<file path="src/rtl/flash_dio_pkg.sv">
package flash_dio_pkg;
  localparam logic [7:0] OP_WREN      = 8'h06;
  localparam logic [7:0] OP_OTP_PROG  = 8'h42;
  localparam logic [7:0] OP_SUB_ERASE = 8'h20;

  // strobes from the control to the datapath
  typedef struct packed {
    logic clearBuf;     // instruction byte complete: reset program buffer
    logic shiftAddr;    // address byte complete
    logic dataByte;     // program data byte complete
    logic commitProg;   // apply buffer to OTP
    logic commitErase;  // erase addressed subsector
  } dpStrobes_t;
endpackage

</file>
<file path="src/rtl/flash_dio_ctrl.sv">
module flash_dio_ctrl
  import flash_dio_pkg::*;
(
  input  logic       clk,
  input  logic       rstN,
  input  logic       csN,
  input  logic [7:0] byteNow,
  output dpStrobes_t strb,
  output logic       wel
);
  localparam logic [2:0] IDX_DATA = 3'd4;  // first data byte position
  localparam logic [2:0] IDX_SAT  = 3'd5;  // saturates: at least one data byte seen

  logic [1:0] pairCnt;
  logic [2:0] byteIdx;
  logic [7:0] opcode;
  logic       csLowPrev;
  logic       byteDone, endEvt, onBoundary;
  logic       wrenOk, progOk, eraseOk;

  assign byteDone   = !csN && (pairCnt == 2'd3);
  assign endEvt     = csN && csLowPrev;
  assign onBoundary = (pairCnt == 2'd0);

  assign wrenOk  = endEvt && onBoundary && (byteIdx == 3'd1) && (opcode == OP_WREN);
  assign progOk  = endEvt && onBoundary && (byteIdx >= IDX_DATA) &&
                   (opcode == OP_OTP_PROG) && wel;
  assign eraseOk = endEvt && onBoundary && (byteIdx == IDX_DATA) &&
                   (opcode == OP_SUB_ERASE) && wel;

  always_comb begin
    strb             = '0;
    strb.clearBuf    = byteDone && (byteIdx == 3'd0);
    strb.shiftAddr   = byteDone && (byteIdx >= 3'd1) && (byteIdx < IDX_DATA);
    strb.dataByte    = byteDone && (byteIdx >= IDX_DATA) && (opcode == OP_OTP_PROG);
    strb.commitProg  = progOk;
    strb.commitErase = eraseOk;
  end

  always_ff @(posedge clk or negedge rstN) begin
    if (!rstN) begin
      pairCnt   <= '0;
      byteIdx   <= '0;
      opcode    <= '0;
      csLowPrev <= 1'b0;
      wel       <= 1'b0;
    end else begin
      csLowPrev <= !csN;
      if (!csN) begin
        pairCnt <= pairCnt + 2'd1;
        if (byteDone) begin
          if (byteIdx != IDX_SAT) byteIdx <= byteIdx + 3'd1;
          if (byteIdx == 3'd0) opcode <= byteNow;
        end
      end else begin
        pairCnt <= '0;
        byteIdx <= '0;
      end
      if (wrenOk) wel <= 1'b1;
      else if (progOk || eraseOk) wel <= 1'b0;
    end
  end
endmodule

</file>
<file path="src/rtl/flash_dio_datapath.sv">
module flash_dio_datapath
  import flash_dio_pkg::*;
#(
  parameter int SUB_BYTES = 64,  // bytes per subsector, power of two; also OTP size
  parameter int NUM_SUB   = 4    // subsectors in the scaled array, power of two, >= 2
) (
  input  logic                       clk,
  input  logic                       rstN,
  input  logic                       csN,
  input  logic                       dq0,
  input  logic                       dq1,
  input  dpStrobes_t                 strb,
  output logic [7:0]                 byteNow,
  input  logic                       viewOtp,
  input  logic [$clog2(NUM_SUB)-1:0] viewPage,
  output logic [8*SUB_BYTES-1:0]     viewData
);
  localparam int SUB_AW      = $clog2(SUB_BYTES);
  localparam int ARRAY_BYTES = SUB_BYTES * NUM_SUB;
  localparam int ARR_AW      = $clog2(ARRAY_BYTES);
  localparam int OTP_BYTES   = SUB_BYTES;

  logic [5:0]  shiftReg;
  logic [23:0] addrReg;
  logic [24:0] otpPtr;
  logic [7:0]  otpMem  [OTP_BYTES];
  logic [7:0]  progBuf [OTP_BYTES];
  logic [7:0]  arrMem  [ARRAY_BYTES];
  logic                     inRange;
  logic [ARR_AW-SUB_AW-1:0] eraseSub;

  assign byteNow  = {shiftReg, dq1, dq0};
  assign inRange  = (addrReg[23:ARR_AW] == '0);
  assign eraseSub = addrReg[ARR_AW-1:SUB_AW];

  always_ff @(posedge clk or negedge rstN) begin
    if (!rstN) shiftReg <= '0;
    else if (!csN) shiftReg <= byteNow[5:0];
  end

  always_ff @(posedge clk or negedge rstN) begin
    if (!rstN) begin
      addrReg <= '0;
      otpPtr  <= '0;
      for (int i = 0; i < OTP_BYTES; i++) begin
        otpMem[i]  <= 8'hFF;
        progBuf[i] <= 8'hFF;
      end
      for (int i = 0; i < ARRAY_BYTES; i++) arrMem[i] <= 8'(i) ^ 8'hA5;
    end else begin
      if (strb.shiftAddr) begin
        addrReg <= {addrReg[15:0], byteNow};
        otpPtr  <= {1'b0, addrReg[15:0], byteNow};
      end
      if (strb.clearBuf)
        for (int i = 0; i < OTP_BYTES; i++) progBuf[i] <= 8'hFF;
      if (strb.dataByte) begin
        if (otpPtr < 25'(OTP_BYTES)) progBuf[otpPtr[SUB_AW-1:0]] <= byteNow;
        otpPtr <= otpPtr + 25'd1;
      end
      if (strb.commitProg)
        for (int i = 0; i < OTP_BYTES; i++) otpMem[i] <= otpMem[i] & progBuf[i];
      if (strb.commitErase && inRange)
        for (int i = 0; i < ARRAY_BYTES; i++)
          if ((i / SUB_BYTES) == int'(eraseSub)) arrMem[i] <= 8'hFF;
    end
  end

  for (genvar k = 0; k < SUB_BYTES; k++) begin : g_view
    localparam logic [SUB_AW-1:0] KIDX = SUB_AW'(k);
    assign viewData[8*k +: 8] = viewOtp ? otpMem[k] : arrMem[{viewPage, KIDX}];
  end
endmodule

</file>
<file path="src/rtl/flash_dio_target.sv">
module flash_dio_target
  import flash_dio_pkg::*;
#(
  parameter int SUB_BYTES = 64,
  parameter int NUM_SUB   = 4
) (
  input  logic                       clk,
  input  logic                       rstN,
  input  logic                       csN,
  input  logic                       dq0,
  input  logic                       dq1,
  input  logic                       viewOtp,
  input  logic [$clog2(NUM_SUB)-1:0] viewPage,
  output logic                       weLatch,
  output logic [8*SUB_BYTES-1:0]     viewData
);
  dpStrobes_t strb;
  logic [7:0] byteNow;

  flash_dio_ctrl u_ctrl (
    .clk(clk), .rstN(rstN), .csN(csN), .byteNow(byteNow),
    .strb(strb), .wel(weLatch)
  );

  flash_dio_datapath #(.SUB_BYTES(SUB_BYTES), .NUM_SUB(NUM_SUB)) u_dp (
    .clk(clk), .rstN(rstN), .csN(csN), .dq0(dq0), .dq1(dq1),
    .strb(strb), .byteNow(byteNow),
    .viewOtp(viewOtp), .viewPage(viewPage), .viewData(viewData)
  );
endmodule

</file>
<file path="config.mk">
export PLATFORM = sky130hd
export DESIGN_NAME = flash_dio_target
export DESIGN_NICKNAME = d
export VERILOG_FILES = /design/src/rtl/flash_dio_pkg.sv /design/src/rtl/flash_dio_ctrl.sv /design/src/rtl/flash_dio_datapath.sv /design/src/rtl/flash_dio_target.sv
export SDC_FILE = /design/constraint.sdc
export NUM_CORES = 2
export LEC_CHECK = 0
export BUFFER_PORTS_ARGS = -buffer_cell sky130_fd_sc_hd__buf_2
export CORE_MARGIN = 1
export CORE_UTILIZATION = 30
export DETAILED_ROUTE_END_ITERATION = 8
export GPL_TIMING_DRIVEN = 0
export PLACE_DENSITY = 0.55
export SYNTH_ARGS = -nofsm -noshare
export SYNTH_HDL_FRONTEND = slang
export SYNTH_SLANG_ARGS = --single-unit
</file>
<file path="constraint.sdc">
create_clock -name clk -period 3.5 [get_ports clk]
set_input_delay 0.35 -clock clk [delete_from_list [all_inputs] [get_ports clk]]
set_output_delay 0.35 -clock clk [all_outputs]
set_load 0.005 [all_outputs]
</file>
### Word level (Yosys, flattened, before mapping)

Index checks and enable logic that the tools add are counted.
W data, S select, Z words.

| word-level totals | value |
|---|---|
| register bits | 1121 |
| latch bits | 0 |
| memory bits (writable) | 0 |
| memory bits (read-only) | 0 |
| output and inout bits | 513 |
| logic and storage cells | 680 |
| memories kept | 0 |

| cells by class | value |
|---|---|
| add/subtract/negate cells | 3 |
| $mul | 0 |
| divide/modulo/power cells | 0 |
| order comparisons | 70 |
| eq/ne operators | 10 |
| shift-type cells | 0 |
| muxes and demuxes | 270 |
| bitwise logic cells | 130 |
| reduce and logical (&&, ||, !) cells | 34 |

Operator list:

| cell | number |
|---|---|
| $bmux W8 S8 | 64 |
| $mux W8 | 193 |
| $mux W512 | 3 |
| $ge A9 B9 Y1 const B | 64 |
| $not A8 Y9 | 64 |
| $and A8 B8 Y8 | 64 |
| $bwmux W512 | 1 |
| $mux W25 | 2 |
| $demux W8 S6 | 1 |
| $add A25 B1 Y25 const B | 1 |
| $lt A25 B7 Y1 const B | 1 |
| $logic_and A1 B1 Y1 | 18 |
| $logic_not A16 Y1 | 1 |
| $reduce_and A2 Y1 | 5 |
| $mux W3 | 3 |
| $eq A8 B3 Y1 const B | 1 |
| $eq A8 B6 Y1 const B | 1 |
| $eq A8 B7 Y1 const B | 1 |
| $reduce_bool A2 Y1 | 4 |
| $ge A7 B7 Y1 const B | 1 |
| $lt A7 B1 Y1 const B | 1 |
| $not A6 Y7 | 1 |
| $eq A2 B2 Y1 const A | 2 |
| $logic_not A2 Y1 | 2 |
| other kinds (17) | 18 |

### Depth between registers and ports, before layout

| logic depth | value |
|---|---|
| word-level depth | 8 |
| mapped depth | 9 |
| mapped depth without buffers | 7 |

### Cells and area by module

Synthesis repeated with hierarchy kept, for this count alone.

| unflattened totals | value |
|---|---|
| cells, all modules | 4306 |
| area total of the unflattened synthesis | 48884.4 um^2 |

Modules (own cells, without submodules):

| module | instances | cells each | area an instance (um^2) | seq. area each (um^2) |
|---|---|---|---|---|
| flash_dio_datapath | 1 | 4239 | 48101.1 | 28382.2 |
| flash_dio_ctrl | 1 | 67 | 783.3 | 375.4 |

### Least setup slack after synthesis

Ideal clock, no wire load.

| timing path | value |
|---|---|
| path kind | register -> register |
| start point | register u_ctrl.opcode[0] |
| end point | register u_dp.progBuf[286] (netlist bit) |
| data arrival time | 2356 ps |
| required time | 3407 ps |
| path slack | 1051 ps |
| stages on the path, launching flop included | 9 |
| path buffers | 3 |
| clock period less this slack | 2449 ps |
| cells stage by stage | dfrtp_1 -> or4_1 -> clkbuf_1 -> buf_4 -> nor4_2 -> nand3_1 -> clkbuf_1 -> nor2_1 -> a21oi_1 |

| between the ends | value |
|---|---|
| word-level cells in the longest chain between the ends | 3 |

RTL lines:

| element | line | text |
|---|---|---|
| start, declared | flash_dio_ctrl.sv:16 | `logic [7:0] opcode;` |
| start signal, assigned | flash_dio_ctrl.sv:53 | `if (byteIdx == 3'd0) opcode <= byteNow;` |
| $eq A8 B7 Y1 | flash_dio_ctrl.sv:35 | `strb.dataByte = byteDone && (byteIdx >= IDX_DATA) && (opcode == OP_OTP_PROG);` |
| $logic_and A1 B1 Y1 | flash_dio_ctrl.sv:35 |  |
| $mux W512 | flash_dio_datapath.sv:57 | `if (strb.dataByte) begin` |
| end signal, assigned by index | flash_dio_datapath.sv:58 | `if (otpPtr < 25'(OTP_BYTES)) progBuf[otpPtr[SUB_AW-1:0]] <= byteNow;` |
| end, declared | flash_dio_datapath.sv:27 | `logic [7:0] progBuf [OTP_BYTES];` |

No other way between the ends.
A chain may end at the register's enable or synchronous reset.

### Worst setup path in the final report

| timing path | value |
|---|---|
| start point | input viewOtp |
| end point | output viewData[207] |

| between the ends | value |
|---|---|
| word-level cells in the longest chain between the ends | 1 |

RTL lines:

| element | line | text |
|---|---|---|
| start, declared | flash_dio_target.sv:12 | `input logic viewOtp,` |
| $mux W8 | flash_dio_datapath.sv:71 | `assign viewData[8*k +: 8] = viewOtp ? otpMem[k] : arrMem[{viewPage, KIDX}];` |
| end, declared | flash_dio_target.sv:15 | `output logic [8*SUB_BYTES-1:0] viewData` |

No other way between the ends.

==> results.py <==
metrics = {
    "sta": {
        "finalSetupViolations": 0,
        "tightest_slew_ns": 1.18,
        "slew_headroom": 0.209,
        "timing.fmax_ghz": 0.299,
        "rsz0062_at_grt": "false",
        "slew_viol_final": 0,
        "finalCritPeriodShare": 0.957,
        "finalHoldViolations": 0,
        "min_period_ns": 3.35,
        "timing.hold.ws_ns": 0.0771,
        "skew_ns": 0.0278,
    },
    "routing": {
        "drt_iter0_markers": 2701,
        "wl_um": 165000,
        "first_pass_iters": 8,
        "drc": 0,
        "ant_nets": 0,
        "vias": 35042,
        "via_per_inst": 4.87,
        "post_drt_wl_per_cell_um": 22.9,
    },
    "floorplanning": {
        "coreArea_mm2": 0.152,
        "die-area_mm2": 0.155,
        "die_x_um": 394,
        "initial_utilization": 0.303,
        "fp-row-count": 143,
        "die_h_um": 394,
        "io-pin-count": 521,
    },
    "placement": {
        "dp_hpwl_um": 116000,
        "portBuffers": 516,
        "gp_congestion": 0.844,
        "placed_cell_area_mm2": 0.0518,
    },
    "min_path": {
        "hold_class": "in -> reg",
    },
    "logic_synthesis": {
        "synth_cell_types": 53,
        "ys_warn_count": 0,
        "syn_inst": 4382,
        "synth_top_flop_cell": "dfstp_2",
        "synth_edf_count": 0,
        "ys_ff_latch": 1098,
        "avgSynthCellArea_um2": 10.5,
        "ys_seq_area_frac": 0.623,
        "async_flop_share": 1.00,
        "syn-cell-area_mm2": 0.0462,
        "syn-num-nets": 4396,
    },
    "cts": {
        "cts_max_level": 4,
        "cts_buffers": 130,
        "tritoncts": "built",
        "cts_buffer_depth": 3,
        "cts_root_buf": "clkbuf_16",
        "insertion_delay_ns": 0.81,
        "clk_pin_slew_worst_paths_ns": 0.05,
        "cts_sinks": 1098,
    },
    "critical_path": {
        "critPathRequiredTime_ns": 3.15,
        "cp_num_buf_inv": 5,
        "r2r_slack_ns": 0.21,
        "crit_path_start_kind": "primary input",
        "end_kind": "output port",
        "path_class": "in -> out",
        "cp_top_family": "buffers and inverters",
        "worst_path_most_repeated_cell": "clkbuf_1",
        "slowest_stage": "clkbuf_1",
        "worstPathArrival_ns": 3.00,
        "path_cells": "clkbuf_1 > buf_16 > clkbuf_1 > clkbuf_1 > a21o_1 > buf_2",
        "max_stage_delay_ns": 0.82,
        "crit_fanout": 10,
    },
    "run_status": {
        "status": "complete, no violations",
    },
    "pwr": {
        "leakagePower_nw": 25.4,
        "irDropWorstVdd_mv": 0.351,
        "cellPowerDensity_mw_per_mm2": 639,
    },
    "finish": {
        "final_nets": 5076,
        "multiInputGateArea_mm2": 0.0161,
        "drive_above_1_share": 0.360,
        "fillCellCount": 15178,
        "finalInstanceArea_mm2": 0.0564,
        "seqCellArea_mm2": 0.0288,
        "area_delta_synth_final_pct": 22.2,
    },
    "global_route": {
        "globalRouteMet3Util": 0.0382,
        "grt_pass1_wl_um": 239000,
        "grt_pass1_vias": 35014,
        "grt_use_met1": 0.280,
        "grt.busiest_layer": "met2",
        "use_met2": 0.338,
        "antenna_found_initial": 6,
        "track_usage": 0.208,
        "gr-total-overflow": 0,
        "grt_max_degree": 175,
    },
    "run": {
        "cap_viol_max_count": 0,
    },
}
[cell usage in the layout (no fill, tap or decap), types with 16 or more instances in the layout]
| cell type | instances |
|---|---|
| dfstp_2 | 1024 |
| clkbuf_1 | 336 |
| clkbuf_16 | 130 |
| o21ai_0 | 18 |
| nand2_1 | 78 |
| clkinv_2 | 17 |
| dfrtp_1 | 74 |
| a21oi_1 | 520 |
| nand2b_1 | 192 |
| clkbuf_8 | 34 |
| nor2_1 | 1047 |
| nand3_1 | 83 |
| a21o_1 | 321 |
| buf_2 | 530 |
| clkbuf_2 | 16 |
| o21a_1 | 513 |
[final cells by class]
type / count / share of cell area
inverter: 12 / 0.000799
clock buffer: 189 / 0.0677
timing repair buffer: 549 / 0.0553
tap: 2030 / 0.0450
sequential: 1098 / 0.510
multi-input combinational: 2910 / 0.285
antenna: 4 / 0.000178
buffer: 361 / 0.0250
clock inverter: 43 / 0.0109
[cell families after synthesis]
family | Yosys count | synth area share
and+or+nand+nor | 1482 | 0.141
AOI/OAI and AO/OA | 1405 | 0.200
DFF | 1098 | 0.623
buffers and inverters | 374 | 0.0309
muxes | 16 | 0.00388
adders and majority gates | 6 | 0.00163
xor gates and xnor gates | 1 | 0.000190
[final timing paths]
path / depth (start not counted) / to / start
max: 6 / viewData[207] / viewOtp
min: 2 / u_dp.shiftReg[0]$_DFFE_PN0N_ / csN
max reg2reg: 8 / u_dp.progBuf[142]$_DFF_PN1_ / u_dp.otpPtr[13]$_DFFE_PN0P_
min reg2reg: 1 / u_dp.otpMem[356]$_DFFE_PN1P_ / u_dp.otpMem[356]$_DFFE_PN1P_
max in group asynchronous: 6 / u_dp.progBuf[196]$_DFF_PN1_ / rstN
min in group asynchronous: 3 / u_ctrl.opcode[2]$_DFFE_PN0P_ / rstN
[flip-flops by register name (all words and copies together), names as in the netlist]
name and count:
u_ctrl.opcode 8, u_dp.addrReg 24, u_ctrl.byteIdx 3, u_dp.shiftReg 6, u_dp.otpPtr 25, u_ctrl.csLowPrev 1
u_dp.arrMem 4, u_ctrl.pairCnt 2, u_dp.progBuf 512, u_dp.otpMem 512, u_ctrl.wel 1
[cell usage after synthesis, types with 3 or more instances]
library cell,number,area share
a211oi_1,4,0.00065
a21o_1,321,0.052
a21oi_1,520,0.056
a31o_2,3,0.00057
and2_1,3,0.00041
and3_1,4,0.00054
buf_1,16,0.0013
buf_2,15,0.0016
clkbuf_1,330,0.027
dfrtp_1,74,0.040
dfstp_2,1024,0.58
ha_1,6,0.0016
inv_1,12,0.00098
mux2_2,15,0.0037
nand2_1,79,0.0064
nand2b_1,192,0.026
nand3_1,83,0.0090
nand3b_1,6,0.00098
nand4_1,15,0.0020
nor2_1,1048,0.085
nor3_1,9,0.00098
nor4_1,11,0.0015
nor4_2,5,0.0014
nor4_4,4,0.0018
o211ai_1,8,0.0013
o21a_1,513,0.083
o21ai_0,18,0.0020
o311ai_0,3,0.00057
or3_1,4,0.00054
or3b_2,3,0.00057
or4_1,5,0.00081
[report_power, final]
part           switching [mW]  total (mW)  internal (mW)
clock network            5.88        13.9           8.01
logic                    2.79        4.59           1.80
registers                1.45        17.6           16.1
total                    10.1        36.0           25.9
[worst register-to-register path: cells and delay by family, from the launching register on]
family,cells,cell delay (ns)
buffers and inverters,3,1.14
AOI/OAI and AO/OA,1,0.05
DFF,1,0.43
and+or+nand+nor,4,1.55
[metrics by stage]
stage / instances / util / setup TNS [ns] / setup slack (ns) / total power [mW]
4_1_cts: 7190 / 0.370 / 0 / 0.0123 / 36.4
3_3_place_gp: 6928 / 0.337 / - / -21.49 / 22.1
5_1_grt: 7192 / 0.370 / 0 / 0.0225 / 37.7
2_1_floorplan: 4382 / - / 0 / 1.05 / 19.9
3_5_place_dp: 6956 / 0.340 / -157.25 / -0.587 / 22.3
6_report: 7196 / 0.370 / 0 / 0.151 / 36.0
[routing by layer]
layer | vias up | wire (um)
met5 | - | 13
met4 | 2 | 4270
met3 | 202 | 8340
met2 | 923 | 78600
met1 | 17779 | 73300
li1 | 16136 | -
[what timing repair did]
item	CTS	global route
endpoints found under the setup margin	958	257
hold endpoints to repair	41	0
resized for setup	19	2
pin swaps	1	2
buffers inserted	2	2
hold buffers	1	0
Power figures use the tool's default switching activity.
